### config.mk
export PLATFORM = sky130hd
export DESIGN_NAME = gpio_out_regs
export DESIGN_NICKNAME = d
export VERILOG_FILES = /design/src/rtl/gpio_out_pkg.sv /design/src/rtl/gpio_in_sync.sv /design/src/rtl/gpio_word_reg.sv /design/src/rtl/gpio_out_regs.sv
export SDC_FILE = /design/constraint.sdc
export NUM_CORES = 1
export LEC_CHECK = 0
export ABC_CLOCK_PERIOD_IN_PS = 5600
export BUFFER_PORTS_ARGS = -buffer_cell sky130_fd_sc_hd__buf_2
export CORE_ASPECT_RATIO = 1.4
export CORE_UTILIZATION = 40
export CTS_BUF_LIST = sky130_fd_sc_hd__clkbuf_8
export DETAILED_ROUTE_END_ITERATION = 10
export PLACE_DENSITY_LB_ADDON = 0.08
export SLEW_MARGIN = 20
export SYNTH_ARGS = -nofsm -noshare
export SYNTH_HDL_FRONTEND = slang
export SYNTH_SLANG_ARGS = --single-unit
### constraint.sdc
create_clock -name clk_i -period 5.6 [get_ports clk_i]
set_input_delay 1.4 -clock clk_i [delete_from_list [all_inputs] [get_ports clk_i]]
set_output_delay 1.4 -clock clk_i [all_outputs]
set_load 0.03 [all_outputs]
### src/rtl/gpio_out_pkg.sv
package gpio_out_pkg;
  localparam int unsigned NUM_PINS = 32;
  localparam int unsigned HALF_W   = NUM_PINS / 2;
  localparam int unsigned ADDR_W   = 3;

  typedef enum logic [ADDR_W-1:0] {
    REG_DIN     = 3'd0,
    REG_DOUT    = 3'd1,
    REG_MOUT_LO = 3'd2,
    REG_MOUT_HI = 3'd3,
    REG_DOE     = 3'd4,
    REG_MOE_LO  = 3'd5,
    REG_MOE_HI  = 3'd6
  } reg_addr_e;
endpackage

### src/rtl/gpio_in_sync.sv
module gpio_in_sync #(
  parameter int unsigned W      = 32,
  parameter int unsigned STAGES = 2
) (
  input  logic         clk_i,
  input  logic         rst_ni,
  input  logic [W-1:0] d_i,
  output logic [W-1:0] q_o
);
  logic [W-1:0] stage_q [STAGES];

  for (genvar s = 0; s < STAGES; s++) begin : g_stage
    always_ff @(posedge clk_i or negedge rst_ni) begin
      if (!rst_ni) begin
        stage_q[s] <= '0;
      end else begin
        if (s == 0) stage_q[s] <= d_i;
        else        stage_q[s] <= stage_q[(s == 0) ? 0 : s-1];
      end
    end
  end

  assign q_o = stage_q[STAGES-1];

  AST_SYNC_KNOWN: assert property (@(posedge clk_i) disable iff (!rst_ni)
    !$isunknown(d_i) |=> !$isunknown(stage_q[0])) else $error("sync stage unknown");
endmodule

### src/rtl/gpio_word_reg.sv
module gpio_word_reg #(
  parameter int unsigned W = 32,
  localparam int unsigned H = W / 2
) (
  input  logic         clk_i,
  input  logic         rst_ni,
  input  logic         we_full_i,
  input  logic         we_lo_i,
  input  logic         we_hi_i,
  input  logic [W-1:0] wdata_i,
  output logic [W-1:0] q_o
);
  logic [H-1:0] half_q [2];

  for (genvar h = 0; h < 2; h++) begin : g_half
    logic         sel;
    logic [H-1:0] mask;
    logic [H-1:0] data;

    // full write: all-ones mask, data taken from its own half
    assign sel  = we_full_i | ((h == 0) ? we_lo_i : we_hi_i);
    assign mask = we_full_i ? {H{1'b1}} : wdata_i[W-1:H];
    assign data = we_full_i ? wdata_i[h*H +: H] : wdata_i[H-1:0];

    always_ff @(posedge clk_i or negedge rst_ni) begin
      if (!rst_ni)  half_q[h] <= '0;
      else if (sel) half_q[h] <= (half_q[h] & ~mask) | (data & mask);
    end

    assign q_o[h*H +: H] = half_q[h];
  end

  AST_FULL_LOAD: assert property (@(posedge clk_i) disable iff (!rst_ni)
    we_full_i |=> q_o == $past(wdata_i)) else $error("full load");
  AST_IDLE_HOLD: assert property (@(posedge clk_i) disable iff (!rst_ni)
    !(we_full_i || we_lo_i || we_hi_i) |=> $stable(q_o)) else $error("idle hold");
  AST_LO_KEEPS_HI: assert property (@(posedge clk_i) disable iff (!rst_ni)
    (we_lo_i && !we_full_i && !we_hi_i) |=> $stable(q_o[W-1:H])) else $error("lo keeps hi");
  AST_LO_UNMASKED_KEEP: assert property (@(posedge clk_i) disable iff (!rst_ni)
    (we_lo_i && !we_full_i) |=>
      ((q_o[H-1:0] ^ $past(q_o[H-1:0])) & ~$past(wdata_i[W-1:H])) == '0) else $error("lo mask");
  AST_HI_KEEPS_LO: assert property (@(posedge clk_i) disable iff (!rst_ni)
    (we_hi_i && !we_full_i && !we_lo_i) |=> $stable(q_o[H-1:0])) else $error("hi keeps lo");
  AST_HI_UNMASKED_KEEP: assert property (@(posedge clk_i) disable iff (!rst_ni)
    (we_hi_i && !we_full_i) |=>
      ((q_o[W-1:H] ^ $past(q_o[W-1:H])) & ~$past(wdata_i[W-1:H])) == '0) else $error("hi mask");
endmodule

### src/rtl/gpio_out_regs.sv
module gpio_out_regs
  import gpio_out_pkg::*;
(
  input  logic                clk_i,
  input  logic                rst_ni,
  input  logic [ADDR_W-1:0]   addr_i,
  input  logic [NUM_PINS-1:0] wdata_i,
  input  logic                we_i,
  output logic [NUM_PINS-1:0] rdata_o,
  input  logic [NUM_PINS-1:0] pin_i,
  output logic [NUM_PINS-1:0] pin_o,
  output logic [NUM_PINS-1:0] pin_oe_o
);
  localparam int unsigned SYNC_STAGES = 2;

  logic [NUM_PINS-1:0] out_q, oe_q, din_q;
  logic we_dout, we_mout_lo, we_mout_hi, we_doe, we_moe_lo, we_moe_hi;

  assign we_dout    = we_i && (addr_i == REG_DOUT);
  assign we_mout_lo = we_i && (addr_i == REG_MOUT_LO);
  assign we_mout_hi = we_i && (addr_i == REG_MOUT_HI);
  assign we_doe     = we_i && (addr_i == REG_DOE);
  assign we_moe_lo  = we_i && (addr_i == REG_MOE_LO);
  assign we_moe_hi  = we_i && (addr_i == REG_MOE_HI);

  gpio_word_reg #(.W(NUM_PINS)) u_out_word (
    .clk_i, .rst_ni,
    .we_full_i (we_dout),
    .we_lo_i   (we_mout_lo),
    .we_hi_i   (we_mout_hi),
    .wdata_i,
    .q_o       (out_q)
  );

  gpio_word_reg #(.W(NUM_PINS)) u_oe_word (
    .clk_i, .rst_ni,
    .we_full_i (we_doe),
    .we_lo_i   (we_moe_lo),
    .we_hi_i   (we_moe_hi),
    .wdata_i,
    .q_o       (oe_q)
  );

  gpio_in_sync #(.W(NUM_PINS), .STAGES(SYNC_STAGES)) u_in_sync (
    .clk_i, .rst_ni,
    .d_i (pin_i),
    .q_o (din_q)
  );

  always_comb begin
    unique case (addr_i)
      REG_DIN:     rdata_o = din_q;
      REG_DOUT:    rdata_o = out_q;
      REG_MOUT_LO: rdata_o = {{HALF_W{1'b0}}, out_q[HALF_W-1:0]};
      REG_MOUT_HI: rdata_o = {{HALF_W{1'b0}}, out_q[NUM_PINS-1:HALF_W]};
      REG_DOE:     rdata_o = oe_q;
      REG_MOE_LO:  rdata_o = {{HALF_W{1'b0}}, oe_q[HALF_W-1:0]};
      REG_MOE_HI:  rdata_o = {{HALF_W{1'b0}}, oe_q[NUM_PINS-1:HALF_W]};
      default:     rdata_o = '0;
    endcase
  end

  assign pin_o    = out_q;
  assign pin_oe_o = oe_q;

  AST_PINS_KNOWN: assert property (@(posedge clk_i) disable iff (!rst_ni)
    !$isunknown({pin_o, pin_oe_o})) else $error("pins unknown");
  AST_OUT_VIEWS_KEEP_OE: assert property (@(posedge clk_i) disable iff (!rst_ni)
    (we_i && (addr_i inside {REG_DOUT, REG_MOUT_LO, REG_MOUT_HI})) |=> $stable(pin_oe_o))
    else $error("oe disturbed");
  AST_OE_VIEWS_KEEP_OUT: assert property (@(posedge clk_i) disable iff (!rst_ni)
    (we_i && (addr_i inside {REG_DOE, REG_MOE_LO, REG_MOE_HI})) |=> $stable(pin_o))
    else $error("out disturbed");
  AST_NOREG_WRITE_NOP: assert property (@(posedge clk_i) disable iff (!rst_ni)
    (we_i && (addr_i inside {REG_DIN, 3'd7})) |=> ($stable(pin_o) && $stable(pin_oe_o)))
    else $error("unmapped write");
endmodule

==> out/metrics.csv <==
stage,metric,value,unit
floorplanning,dieWidth,104,um
clock_network,htreeDepth,4,
detailed_routing,top_layer,met4,
clock_network,postCtsSetupRepairBufs,0,
synth,synth_commonest_cells,"128 x dfrtp_1, 80 x o21ai_0, 33 x nor2b_1",
detailed_routing,ant_nets,0,
worst_setup_path,worstSetupPathType,in2out,
outcome,outcome,"finished, final reports clean",
placed_design,dp.cells,807,
detailed_routing,drtPass1Iterations,5,
timing,final-hold-violation-count,0,
clock_network,cts.sinks,128,
placed_design,gp_congestion,0.791,
worst_setup_path,max_stage_delay,0.48,ns
clock_network,cts_root_buf,clkbuf_8,
layout,fin_nets,707,
power_and_ir_drop,power.leakage,3.51,nW
timing,whs,0.346,ns
synth,synth_most_common_cell,dfrtp_1,
floorplanning,io_pins,166,
timing,fmax,215,MHz
floorplanning,die_area,15100,sq um
global_routing,antenna_found_initial,0,
floorplanning,rows,52,
worst_setup_path,crit_fanout,42,
clock_network,ctsHoldBuffers,0,
timing,rsz0062_at_grt,no,
worst_setup_path,cp.arrival,3.26,ns
synth,syn_area,5860,sq um
worst_setup_path,cp_slowest_cell,buf_4,
synth,ys_ff_latch,128,
clock_network,insertion_delay,0.45,ns
layout,drive_gt1_frac,0.402,
global_routing,grt_pass1_wl,25.9,mm
detailed_routing,route.met2.wl,8.05,mm
synth,yosysSeqAreaShare,0.547,
timing,setup_viol_count_final,0,
timing,clock_skew,0.00794,ns
detailed_routing,wl_per_cell,19.2,um
detailed_routing,drc,0,
clock_network,cts_buffers,17,
global_routing,grt_pass1_vias,4785,
synth,synth_edf_count,0,
worst_setup_path,crit_family,buffers and inverters,
worst_setup_path,cp-start-kind,input pin,
layout,fin_cells,839,
timing,setup-tns-final,0,ns
detailed_routing,met1_length,6.99,mm
detailed_routing,vias,4555,
detailed_routing,wl_met3,639,um
synth,synth_warnings,0,
power_and_ir_drop,p_total,2.72,mW
worst_setup_path,path_common_cell,buf_4,
worst_setup_path,endpoint_kind,output port,
clock_network,clk_pin_slew,0.07,ns
floorplanning,die_y,145,um
clock_network,cts_tree,done,
clock_network,postCtsResizedCells,0,
floorplanning,core,14400,sq um
worst_setup_path,required,4.20,ns
floorplanning,initial_core_util,0.407,
detailed_routing,drt_iter0_markers,203,
timing,max_slew_margin,0.248,
global_routing,grt_util_all_layers,0.225,
synth,synth_nets,548,
layout,fin_util,0.508,
layout,diodes,0,
job,max-cap-violations,0,
worst_setup_path,crit_chain,"buf_4, buf_4, mux2_1, mux4_2, buf_2",
global_routing,gr-total-overflow,0,
timing,finalMaxSlewViolations,0,
detailed_routing,viasPerCell,5.43,
worst_setup_path,path_buf_inv,3,
layout,area_growth,24.7,%
hold_path,hp-class,reg2reg,
timing,min_period,4.66,ns
placed_design,io_buffers,165,
synth,synth_flop_cell,dfrtp_1,
detailed_routing,totalWireLength,16.1,mm
power_and_ir_drop,peakVddDrop,167,uV
timing,fin_crit_sh,0.832,
clock_network,cts_buffer_depth,2,
synth,synthArstFlopShare,1.00,
synth,syn_avg_cell_area,12.3,sq um
synth,ys_types,23,
timing,tightest_slew,1.13,ns
global_routing,grt_max_degree,53,
synth,synthCells,478,
placed_design,hpwl,10.8,mm
synth,yosysTopAreaCellShare,0.547,
synth,synth_top_area_cell,dfrtp_1,
power_and_ir_drop,power_density,373,nW/um^2
synth,synth_top_cells_by_area,"dfrtp_1 55%, o21ai_0 6.8%, mux4_2 6.2%",
power breakdown:
group | switching [mW] | internal, mW | total (mW)
Combinational | 0.463 | 0.264 | 0.727
Clock | 0.359 | 0.502 | 0.861
Sequential | 0.0982 | 1.04 | 1.14
Total | 0.920 | 1.80 | 2.72
kinds of logic after synthesis:
logic type | share of synthesized area
xor+xnor | 0.00278
mux | 0.189
simple gates | 0.0536
compound gates | 0.164
flops | 0.547
buf+inv | 0.0440
layer usage:
layer | up-vias | track usage
li1 | 2063 | -
met1 | 2302 | 0.288
met2 | 154 | 0.366
met3 | 36 | 0.0467
met4 | 0 | 0.101
met5 | - | 0
cell usage in the layout, fill, tap and decap left out, drive strengths merged:
cell	count
a21oi	32
xor2	1
clkbuf	19
nor4bb	2
nand2	16
clkinvlp	2
mux2i	16
a31o	16
nand3	1
mux2	48
clkinv	4
mux4	16
bufinv	4
nand3b	3
nor2b	33
o2111a	16
inv	21
dfrtp	128
o21ai	96
buf	176
final cells by class:
type,instances,area (sq um)
fillers,1320,7070
flip-flops and latches,128,3200
multi-input cells,296,2430
repair buffers,176,938
clock buffers,19,262
well taps,189,236
clock inverters,13,170
inverters,18,67.6
final timing paths:
kind / slack (ns) / cells after the start / start / to
setup / recovery: 0.94 / 5 / addr_i[0] / rdata_o[5]
hold / removal: 0.35 / 0 / u_in_sync.stage_q[55] / u_in_sync.q_o[23]
setup reg to reg: 4.76 / 1 / flip-flop / flip-flop
hold reg to reg: 0.35 / 0 / u_in_sync.stage_q[55] / u_in_sync.q_o[23]
max in group asynchronous: 3.64 / 2 / rst_ni / async pin
min in group asynchronous: 0.90 / 1 / rst_ni / u_in_sync.q_o[18]
per-stage QoR:
stage               setup WS, ns  cell area [sq um]
floorplan                   1.63               5860
global placement           0.999               6880
detailed placement         0.946               6880
CTS                        0.940               7310
global route               0.878               7310
finish                     0.942               7310
Power figures use the tool's default switching activity.
